--- config.mk ---
export PLATFORM = sky130hd
export DESIGN_NAME = sleep_pad_ctrl
export DESIGN_NICKNAME = d
export VERILOG_FILES = /design/src/rtl/sleep_pad_pkg.sv /design/src/rtl/sleep_pad_fsm.sv /design/src/rtl/sleep_pad_cfg_regs.sv /design/src/rtl/sleep_pad_override.sv /design/src/rtl/sleep_pad_ctrl.sv
export SDC_FILE = /design/constraint.sdc
export NUM_CORES = 1
export LEC_CHECK = 0
export BUFFER_PORTS_ARGS = -buffer_cell sky130_fd_sc_hd__buf_4
export CAP_MARGIN = 20
export CORE_MARGIN = 4
export CORE_UTILIZATION = 33
export CTS_CLUSTER_SIZE = 28
export DETAILED_ROUTE_END_ITERATION = 10
export PLACE_DENSITY_LB_ADDON = 0.1
export SLEW_MARGIN = 15
export SYNTH_ARGS = -nofsm -noshare
export SYNTH_HDL_FRONTEND = slang
export SYNTH_SLANG_ARGS = --single-unit
--- constraint.sdc ---
create_clock -name clk -period 1.7 [get_ports clk]
set_input_delay 0.085 -clock clk [delete_from_list [all_inputs] [get_ports clk]]
set_output_delay 0.085 -clock clk [all_outputs]
set_load 0.01 [all_outputs]
--- src/rtl/sleep_pad_pkg.sv ---
package sleep_pad_pkg;

    // Per-pad sleep behaviour, 2-bit code
    typedef enum logic [1:0] {
        SLP_DRIVE_LO = 2'b00,
        SLP_DRIVE_HI = 2'b01,
        SLP_FLOAT    = 2'b10,
        SLP_KEEP     = 2'b11
    } sleep_mode_e;

    // Configuration word of one pad: {always-on, mode}
    typedef struct packed {
        logic        aon;
        sleep_mode_e mode;
    } pad_cfg_t;

    localparam int unsigned CFG_W = $bits(pad_cfg_t);

    localparam pad_cfg_t PAD_CFG_RESET = '{aon: 1'b0, mode: SLP_KEEP};

    typedef enum logic {
        PWR_AWAKE  = 1'b0,
        PWR_ASLEEP = 1'b1
    } pwr_state_e;

endpackage

--- src/rtl/sleep_pad_fsm.sv ---
module sleep_pad_fsm
    import sleep_pad_pkg::*;
(
    input  logic clk,
    input  logic rst_n,
    input  logic deep_sleep_i,
    output logic sleep_active_o
);

    pwr_state_e state_q;
    pwr_state_e state_d;

    // State register
    always_ff @(posedge clk or negedge rst_n) begin
        if (!rst_n) begin
            state_q <= PWR_AWAKE;
        end else begin
            state_q <= state_d;
        end
    end

    // Next state: ENTER_SLEEP and WAKE
    always_comb begin
        state_d = state_q;
        unique case (state_q)
            PWR_AWAKE:  if (deep_sleep_i)  state_d = PWR_ASLEEP;
            PWR_ASLEEP: if (!deep_sleep_i) state_d = PWR_AWAKE;
            default:    state_d = PWR_AWAKE;
        endcase
    end

    // Outputs
    always_comb begin
        sleep_active_o = 1'b0;
        unique case (state_q)
            PWR_AWAKE:  sleep_active_o = 1'b0;
            PWR_ASLEEP: sleep_active_o = 1'b1;
            default:    sleep_active_o = 1'b0;
        endcase
    end

    AST_SLEEP_ENTERS_ON_EDGE: assert property (@(posedge clk) disable iff (!rst_n)
        deep_sleep_i |=> sleep_active_o);

    AST_SLEEP_EXITS_ON_EDGE: assert property (@(posedge clk) disable iff (!rst_n)
        !deep_sleep_i |=> !sleep_active_o);

endmodule

--- src/rtl/sleep_pad_cfg_regs.sv ---
module sleep_pad_cfg_regs
    import sleep_pad_pkg::*;
#(
    parameter int unsigned NUM_PADS = 12,
    parameter int unsigned IDX_W    = 4
) (
    input  logic                       clk,
    input  logic                       rst_n,
    input  logic                       cfg_we_i,
    input  logic [IDX_W-1:0]           cfg_idx_i,
    input  logic [CFG_W-1:0]           cfg_wdata_i,
    output pad_cfg_t [NUM_PADS-1:0]    cfg_o
);

    pad_cfg_t [NUM_PADS-1:0] cfg_q;

    always_ff @(posedge clk or negedge rst_n) begin
        if (!rst_n) begin
            for (int p = 0; p < NUM_PADS; p++) begin
                cfg_q[p] <= PAD_CFG_RESET;
            end
        end else if (cfg_we_i) begin
            for (int p = 0; p < NUM_PADS; p++) begin
                if (cfg_idx_i == IDX_W'(p)) begin
                    cfg_q[p] <= pad_cfg_t'(cfg_wdata_i);
                end
            end
        end
    end

    assign cfg_o = cfg_q;

    for (genvar g = 0; g < NUM_PADS; g++) begin : g_wr_chk
        AST_WRITE_LANDS: assert property (@(posedge clk) disable iff (!rst_n)
            (cfg_we_i && cfg_idx_i == IDX_W'(g)) |=>
                (CFG_W'(cfg_q[g]) == $past(cfg_wdata_i)));
    end

    AST_BAD_INDEX_IGNORED: assert property (@(posedge clk) disable iff (!rst_n)
        (cfg_we_i && cfg_idx_i >= IDX_W'(NUM_PADS)) |=> $stable(cfg_q));

endmodule

--- src/rtl/sleep_pad_override.sv ---
module sleep_pad_override
    import sleep_pad_pkg::*;
(
    input  logic     clk,
    input  logic     rst_n,
    input  logic     sleep_i,
    input  pad_cfg_t cfg_i,
    input  logic     src_out_i,
    input  logic     src_oe_i,
    output logic     pad_out_o,
    output logic     pad_oe_o
);

    always_comb begin
        pad_out_o = src_out_i;
        pad_oe_o  = src_oe_i;
        if (sleep_i && !cfg_i.aon) begin
            unique case (cfg_i.mode)
                SLP_DRIVE_LO: begin pad_out_o = 1'b0; pad_oe_o = 1'b1; end
                SLP_DRIVE_HI: begin pad_out_o = 1'b1; pad_oe_o = 1'b1; end
                SLP_FLOAT:    begin pad_out_o = 1'b0; pad_oe_o = 1'b0; end
                SLP_KEEP:     begin pad_out_o = src_out_i; pad_oe_o = src_oe_i; end
                default:      begin pad_out_o = src_out_i; pad_oe_o = src_oe_i; end
            endcase
        end
    end

    AST_AWAKE_PASSES: assert property (@(posedge clk) disable iff (!rst_n)
        !sleep_i |-> (pad_out_o == src_out_i && pad_oe_o == src_oe_i));

    AST_DRIVE_HI_HOLDS: assert property (@(posedge clk) disable iff (!rst_n)
        (sleep_i && !cfg_i.aon && cfg_i.mode == SLP_DRIVE_HI) |-> (pad_out_o && pad_oe_o));

    AST_FLOAT_RELEASES: assert property (@(posedge clk) disable iff (!rst_n)
        (sleep_i && !cfg_i.aon && cfg_i.mode == SLP_FLOAT) |-> !pad_oe_o);

    AST_AON_PASSES: assert property (@(posedge clk) disable iff (!rst_n)
        cfg_i.aon |-> (pad_out_o == src_out_i && pad_oe_o == src_oe_i));

endmodule

--- src/rtl/sleep_pad_ctrl.sv ---
module sleep_pad_ctrl
    import sleep_pad_pkg::*;
#(
    parameter int unsigned NUM_MIO = 8,
    parameter int unsigned NUM_DIO = 4,
    localparam int unsigned NUM_PADS = NUM_MIO + NUM_DIO,
    localparam int unsigned IDX_W    = $clog2(NUM_PADS + 1)
) (
    input  logic               clk,
    input  logic               rst_n,
    input  logic               deep_sleep_i,
    input  logic               cfg_we_i,
    input  logic [IDX_W-1:0]   cfg_idx_i,
    input  logic [2:0]         cfg_wdata_i,
    input  logic [NUM_MIO-1:0] mio_src_out_i,
    input  logic [NUM_MIO-1:0] mio_src_oe_i,
    input  logic [NUM_DIO-1:0] dio_src_out_i,
    input  logic [NUM_DIO-1:0] dio_src_oe_i,
    output logic [NUM_MIO-1:0] mio_pad_out_o,
    output logic [NUM_MIO-1:0] mio_pad_oe_o,
    output logic [NUM_DIO-1:0] dio_pad_out_o,
    output logic [NUM_DIO-1:0] dio_pad_oe_o
);

    logic                    sleep_active;
    pad_cfg_t [NUM_PADS-1:0] pad_cfg;

    sleep_pad_fsm u_fsm (
        .clk            (clk),
        .rst_n          (rst_n),
        .deep_sleep_i   (deep_sleep_i),
        .sleep_active_o (sleep_active)
    );

    sleep_pad_cfg_regs #(
        .NUM_PADS (NUM_PADS),
        .IDX_W    (IDX_W)
    ) u_cfg (
        .clk         (clk),
        .rst_n       (rst_n),
        .cfg_we_i    (cfg_we_i),
        .cfg_idx_i   (cfg_idx_i),
        .cfg_wdata_i (cfg_wdata_i),
        .cfg_o       (pad_cfg)
    );

    for (genvar m = 0; m < NUM_MIO; m++) begin : g_mio
        sleep_pad_override u_ovr (
            .clk       (clk),
            .rst_n     (rst_n),
            .sleep_i   (sleep_active),
            .cfg_i     (pad_cfg[m]),
            .src_out_i (mio_src_out_i[m]),
            .src_oe_i  (mio_src_oe_i[m]),
            .pad_out_o (mio_pad_out_o[m]),
            .pad_oe_o  (mio_pad_oe_o[m])
        );
    end

    for (genvar d = 0; d < NUM_DIO; d++) begin : g_dio
        sleep_pad_override u_ovr (
            .clk       (clk),
            .rst_n     (rst_n),
            .sleep_i   (sleep_active),
            .cfg_i     (pad_cfg[NUM_MIO + d]),
            .src_out_i (dio_src_out_i[d]),
            .src_oe_i  (dio_src_oe_i[d]),
            .pad_out_o (dio_pad_out_o[d]),
            .pad_oe_o  (dio_pad_oe_o[d])
        );
    end

    AST_RESET_KEEPS_SOURCES: assert property (@(posedge clk)
        !rst_n |-> (mio_pad_out_o == mio_src_out_i && dio_pad_oe_o == dio_src_oe_i));

endmodule

---- After elaboration in Yosys (flattened, before gate mapping) ----
Cells that the tools add are included.
operators by class
  eq/ne operators ......................... 47
  multiplexer cells ....................... 50
  bitwise logic cells ..................... 1
  reduce and logical (&&, ||, !) cells .... 73
operators with widths
  cell                                                                   number
  1-bit one-hot mux with 3 select lines                                  24
  2-bit equality test, second input constant                             24
  2-bit OR reduction                                                     24
  1-bit 2-to-1 mux                                                       25
  2-bit by 1-bit equality test with 1-bit output, second input constant  12
  2-bit zero test                                                        12
  2-bit AND reduction                                                    12
  4-bit by 3-bit equality test with 1-bit output, second input constant  4
  4-bit equality test, second input constant                             4
  1-bit logical AND                                                      12
  1-bit zero test                                                        12
  4-bit by 2-bit equality test with 1-bit output, second input constant  2
  4-bit by 1-bit equality test with 1-bit output, second input constant  1
  4-bit zero test                                                        1
  1-bit one-hot mux with 2 select lines                                  1
  1-bit inverter                                                         1
word-level totals
  register bits ........................... 37
  output and inout bits ................... 24
  logic and storage cells ................. 196

---- Logic depth before layout (Yosys ltp) ----
Gate-level depths: netlist of the first run.
  depth in word-level cells ............... 4
  mapped depth ............................ 6

---- Modules after synthesis ----
Synthesis of the first run repeated with hierarchy kept, for this count alone.
second synthesis, totals
  cells, all modules ...................... 143
  area, all modules ....................... 1861.8 um2
modules (own cells, without submodules)
  module              instances  cells each  area each (um2)  sequential area each (um2)
  sleep_pad_cfg_regs  1          94          1461.4           930.9
  sleep_pad_override  12         4           31.3             0.0
  sleep_pad_fsm       1          1           25.0             25.0

---- Least setup slack after synthesis of the first run ----
Ideal clock, no wire load.
  path kind ............................... flip-flop to output port
  start point ............................. register u_fsm.state_q
  end point ............................... output port dio_pad_out_o[1]
  arrival ................................. 1245 ps
  required time ........................... 1615 ps
  slack ................................... 370 ps
  cell stages (with the launch flop) ...... 7
  path buffers ............................ 3
  path through ............................ dfrtp_1 > inv_1 > clkbuf_1 > buf_2 > nor3_1 > o21a_1 > buf_4
on the way
  cells in the longest elaborated chain, start to end .. 4
ends and longest elaborated chain
  item                                       line                      source
  from (decl)                                sleep_pad_fsm.sv:10       pwr_state_e state_q;
  from (signal assigned)                     sleep_pad_fsm.sv:18       state_q <= state_d;
  1-bit inverter                             sleep_pad_fsm.sv:35       unique case (state_q)
  1-bit one-hot mux with 2 select lines (*)  sleep_pad_fsm.sv:35
  1-bit logical AND (*)                      sleep_pad_override.sv:17  if (sleep_i && !cfg_i.aon) begin
  1-bit 2-to-1 mux (*)                       sleep_pad_override.sv:17
  to (decl)                                  sleep_pad_ctrl.sv:21      output logic [NUM_DIO-1:0] dio_pad_out_o,
Mark *: on every way between the ends. The rest lies on a longest branch, timed or not.

---- Worst setup path in the final report of the first run ----
  start point ............................. register u_fsm.state_q
  end point ............................... output port dio_pad_oe_o[0]
on the way
  cells in the longest elaborated chain, start to end .. 4
ends and longest elaborated chain
  item                                       line                      source
  1-bit inverter                             sleep_pad_fsm.sv:35
  1-bit one-hot mux with 2 select lines (*)  sleep_pad_fsm.sv:35
  1-bit logical AND (*)                      sleep_pad_override.sv:17
  1-bit 2-to-1 mux (*)                       sleep_pad_override.sv:17
  to (decl)                                  sleep_pad_ctrl.sv:22      output logic [NUM_DIO-1:0] dio_pad_oe_o
Marked as above.

==> flow_summary.json, run 1 <==
{
  "status": "complete, no violations",
  "p_leak_nw": 1.157,
  "path_common_cell": "buf_6",
  "path_cells": "clkinvlp_4 > buf_6 > or3_4 > a21o_1 > buf_6",
  "cts_tree": "yes",
  "synth_xor_area_share_pct": 0,
  "drc_errors": 0,
  "powerDensity_nw_per_um2": 1010,
  "antenna_cells": 0,
  "drt_iter0_markers": 31,
  "dp_hpwl_um": 3020,
  "critPathCaptureType": "output pin",
  "yosysWarnings": 0,
  "cts_max_level": 2,
  "start_util_pct": 34.10,
  "synth_compound_area_share_pct": 8.872,
  "die_y_um": 86.45,
  "yosys-top-cells-count": "35 x mux2_2, 24 x buf_4, 24 x dfstp_2",
  "maxSlewViolCount": 0,
  "synth.area.mux_share_pct": 19.96,
  "rsz0062_at_grt": "yes",
  "dr.pass1.iters": 4,
  "finClkSkew_ns": 0,
  "die_area_um2": 7473,
  "period_needed_ns": 1.666,
  "seq_area_frac_synth_pct": 47.07,
  "grt_max_degree": 38,
  "coreArea_um2": 5956,
  "critPathRequiredTime_ns": 1.62,
  "numCtsBuffers": 5,
  "synth_top_cell_area_share_pct": 31.05,
  "fin_crit_sh_pct": 98.02,
  "syn_to_final_growth_pct": 31.67,
  "setup_viol": 0,
  "drive_above_1_share_pct": 73.02,
  "cts_root_buffer": "clkbuf_8",
  "hp-class": "in -> reg",
  "ant_nets": 0,
  "fmax_ghz": 0.6001,
  "total_power_mw": 2.700,
  "drv_cap": 0,
  "portBuffers": 58,
  "routed_wl_um": 4404,
  "clockBufferDepth": 2,
  "place.gp.congestion": 0.6786,
  "synth_edf_count": 0,
  "worstSetupStartpointType": "register",
  "path_class": "reg -> out",
  "synthCells": 171,
  "grt_remaining_overflow": 0,
  "cts_sinks": 37,
  "synth_top_flop_cell": "dfstp_2",
  "critPathSlowestCell": "dfrtp_2",
  "async_reset_ff_share_pct": 100.0,
  "hold_viol_final": 0,
  "synth_top_family_by_area": "multiplexers",
  "crit_path_max_fanout": 6,
  "synth_area_um2": 2031,
  "ios": 59,
  "synth_area_leader_cell": "dfstp_2",
  "synthDistinctLibCells": 25,
  "synth.avg_cell_area_um2": 11.88,
  "fin_area_um2": 2674,
  "dieWidth_um": 86.45,
  "antenna_found_initial": 0,
  "place_area_um2": 2350,
  "final_nets": 249,
  "clock_latency_ns": 0.27,
  "track_usage_pct": 12.47,
  "vias": 1410,
  "hold_ws_ns": 0.1619,
  "first_global_vias": 1506,
  "synth_fa_ha_area_share_pct": 0,
  "routedWlPerCell_um": 15.19,
  "synthTopCellsByArea": "dfstp_2 31%, mux2_2 19%, dfrtp_1 16%",
  "tightest_slew_ns": 0.4590,
  "rows": 28,
  "grt_pass1_wl_um": 7141,
  "ir_drop_mv": 0.5203,
  "synthSimpleGateAreaFrac_pct": 13.56,
  "critPathArrivalTime_ns": 1.58,
  "vias_per_cell": 4.862,
  "syn_nets": 206,
  "critical_path.max_stage_delay_ns": 0.41,
  "clkTransAtPathRegs_ns": 0.07,
  "slew_headroom_pct": 69.40,
  "post-synth-top-count-cell": "mux2_2",
  "synth-seq-cells": 37
}
## metrics by stage
| step | util [%] | worst slack, ns | cells | setup TNS, ns |
|---|---|---|---|---|
| floorplan | - | 0.3702 | 171 | 0 |
| CTS | 43.45 | 0.01048 | 290 | 0 |
| global route | 44.90 | -0.03844 | 290 | -0.1739 |
| finish | 44.90 | 0.03366 | 290 | 0 |
| global placement | 39.45 | 0.1981 | 273 | 0 |
| detailed placement | 39.45 | 0.1904 | 273 | 0 |
## where the power goes
| part | internal [mW] | switching, mW |
|---|---|---|
| clock | 0.291 | 0.271 |
| sequential | 1.18 | 0.135 |
| combinational | 0.517 | 0.307 |
## critical path: cells and delay by family, from the launching register on
family / cells / cell delay [ns]
AO/OA/AOI/OAI: 1 / 0.19
flip-flops: 1 / 0.41
AND/OR/NAND/NOR: 1 / 0.33
buffers and inverters: 3 / 0.37
## layout by cell type, fill, tap and decap left out, drive strengths merged, types with 8 or more instances in the layout
| cell type | n |
|---|---|
| a21o | 12 |
| buf | 64 |
| clkbuf | 8 |
| dfrtp | 13 |
| dfstp | 24 |
| mux2 | 36 |
| nor3 | 14 |
| o21a | 12 |
| or3 | 12 |
## flip-flops by register name, indices dropped and copies added, names as in the netlist
| register | cells |
|---|---|
| u_cfg.cfg_o | 36 |
| u_fsm.state_q | 1 |
## routing by layer
metal | GRT usage, % | part of all wire, % | vias to the layer above
met5 | 0 | 0 | -
met4 | 3.399 | 1.1 | 0
met3 | 3.707 | 5.3 | 6
met2 | 22.53 | 52 | 39
met1 | 14.24 | 41 | 693
li1 | - | - | 672
## path summary, 6_finish.rpt
check	from	to	slack, ns	cells past startpoint
worst min-delay path	cfg_wdata_i[2]	u_cfg.cfg_o[8]	0.16	2
max in group asynchronous	rst_n	u_cfg.cfg_o[4]	1.06	2
worst min register to register	u_cfg.cfg_o[8]	u_cfg.cfg_o[8]	0.54	1
min in group asynchronous	rst_n	u_cfg.cfg_o[17]	0.29	2
worst max register to register	u_cfg.cfg_o[8]	u_cfg.cfg_o[8]	0.91	1
worst max-delay path	u_fsm.state_q	dio_pad_oe_o[0]	0.03	5
## what timing repair did
action                     4_1_cts  5_1_grt
setup buffers                    6        0
hold buffers                     2        0
hold endpoints to repair        14        0
setup endpoints to repair       24       24
resized for setup               17       20
pin swaps                       23        2
cloned                           1        0
## final cells by class
type                    count  area [µm²]
inverters                   1       7.507
repair inverters            1       7.507
flip-flops and latches     37       957.2
well taps                  75       93.84
clock buffers               8       80.08
fillers                   593        3282
multi-input cells         102       965.9
repair buffers             66       561.8
## kinds of logic (layout without fill, tap and decap cells)
kind of cell	count (synthesis)	count (layout)
AOI/OAI and AO/OA	24	24
buffers and inverters	32	76
muxes	36	36
and+or+nand+nor	42	42
DFF	37	37
No activity file was read; power rests on OpenSTA's default activity.
==> inputs of run 2 (changes only) <==
Settings changed: SETUP_SLACK_MARGIN set to 0.1.
==> flow_summary.json, run 2 (same netlist as run 1, synthesis figures left out) <==
{
  "hp-class": "in -> reg",
  "powerDensity_nw_per_um2": 1007,
  "dp_hpwl_um": 3020,
  "setup_viol": 0,
  "layout_commonest_cell": "buf_4",
  "finClkSkew_ns": 0,
  "worstSetupStartpointType": "register",
  "path_cells": "clkinvlp_4 > buf_6 > or3_4 > a21o_1 > buf_6",
  "swShare_pct": 27.56,
  "numCtsBuffers": 5,
  "cts_sinks": 37,
  "portBuffers": 58,
  "grt_max_degree": 38,
  "place.gp.congestion": 0.6786,
  "clkTransAtPathRegs_ns": 0.07,
  "rows": 28,
  "syn_to_final_growth_pct": 37.83,
  "ios": 59,
  "final_util_pct": 47.00,
  "final_cells": 290,
  "hold_depth": 2,
  "path_buf_inv": 3,
  "hold_ws_ns": 0.1655,
  "critical_path.max_stage_delay_ns": 0.41,
  "vias": 1401,
  "power_frac_clock_pct": 19.9,
  "antenna_found_initial": 0,
  "antenna_cells": 0,
  "ant_nets": 0,
  "critPathSlowestCell": "dfrtp_2",
  "maxSlewViolCount": 0,
  "dr.pass1.iters": 4,
  "grt_remaining_overflow": 0,
  "seqPwrFrac_pct": 48.5,
  "start_util_pct": 34.10,
  "path_class": "reg -> out",
  "post-place-ws_ns": 0.1904,
  "routed_wl_um": 4440,
  "grt_pass1_wl_um": 7376,
  "clockBufferDepth": 2,
  "cts_max_level": 2,
  "critPathArrivalTime_ns": 1.59,
  "ir_drop_mv": 0.5282,
  "cts_root_buffer": "clkbuf_8",
  "critical-path-top-delay-family": "flip-flops",
  "vias_per_cell": 4.831,
  "largest_reg_flops": 36,
  "rsz0062_at_grt": "yes",
  "critPathCaptureType": "output pin",
  "fin_crit_sh_pct": 98.30,
  "fmax_ghz": 0.5984,
  "combPwrFrac_pct": 31.7,
  "p_int_mw": 2.042,
  "path_common_cell": "buf_6",
  "routedWlPerCell_um": 15.31,
  "clock_latency_ns": 0.28,
  "drc_errors": 0,
  "r2r_cells": 1,
  "dpl.cell_count": 273,
  "critPathRequiredTime_ns": 1.62,
  "die_y_um": 86.45,
  "rr_startpoint": "u_cfg.cfg_o[8]",
  "fillCellCount": 573,
  "period_needed_ns": 1.671,
  "total_power_mw": 2.820,
  "final_nets": 249,
  "drive_above_1_share_pct": 74.42,
  "crit_path_max_fanout": 6,
  "cts_tree": "yes",
  "die_area_um2": 7473,
  "path_depth": 5,
  "hold_viol_final": 0,
  "status": "complete, no violations",
  "dieWidth_um": 86.45,
  "drt_iter0_markers": 20,
  "p_leak_nw": 1.193,
  "slew_headroom_pct": 69.40,
  "first_global_vias": 1536,
  "setup_ws_ns": 0.02896,
  "layout_common_cells": "39 x buf_4, 35 x mux2_2, 24 x buf_6, 24 x dfstp_2",
  "tightest_slew_ns": 0.4552,
  "startpoint": "u_fsm.state_q",
  "track_usage_pct": 12.92,
  "p_switching_mw": 0.7772,
  "min_from": "cfg_wdata_i[2]",
  "coreArea_um2": 5956,
  "drv_cap": 0
}
[run 2: final timing paths]
path                              endpoint  slack [ns]
max in group asynchronous   u_cfg.cfg_o[4]        1.05
min in group asynchronous   u_cfg.cfg_o[8]        0.29
hold reg to reg            u_cfg.cfg_o[17]        0.57
setup / recovery           mio_pad_oe_o[5]        0.03
setup reg to reg            u_cfg.cfg_o[8]        0.88
hold / removal              u_cfg.cfg_o[8]        0.17
[run 2: final cells by class]
type	instances	area [µm²]	share of cell area, %
inverters	1	7.507	0.2682
well taps	75	93.84	3.353
multi-input cells	102	1050	37.51
clock buffers	8	80.08	2.861
flip-flops and latches	37	957.2	34.20
repair inverters	1	7.507	0.2682
repair buffers	66	603.1	21.55
[run 2: through the flow]
| step | setup TNS, ns | cell area, µm² |
|---|---|---|
| 6_report | 0 | 2799 |
| 5_1_grt | -0.09748 | 2799 |
| 4_1_cts | 0 | 2744 |
| 3_5_place_dp | 0 | 2350 |
| 3_3_place_gp | 0 | 2350 |
| 2_1_floorplan | 0 | 2031 |
[run 2: what timing repair did]
item / CTS / global route
cloned: 1 / 0
endpoints found under the hold margin: 14 / 0
pin swaps: 24 / 2
setup endpoints to repair: 24 / 24
gates resized for setup: 52 / 10
setup buffers: 6 / 0
hold buffers: 2 / 0
[run 2: power groups by stage]
stage / registers (mW) / clock network, mW / logic [mW]
finish: 1.37 / 0.560 / 0.892
global route: 1.40 / 0.625 / 0.973
CTS: 1.34 / 0.589 / 0.877
detailed placement: 1.30 / 0 / 0.723
global placement: 1.29 / 0 / 0.704
floorplan: 1.26 / 0 / 0.572
[run 2: metal layers]
metal,track usage (%),up-vias,part of all wire [%]
met1,15.05,689,41
met3,3.802,6,5.2
met5,0,-,0
met4,3.399,0,1.1
li1,-,671,-
met2,23.09,35,53
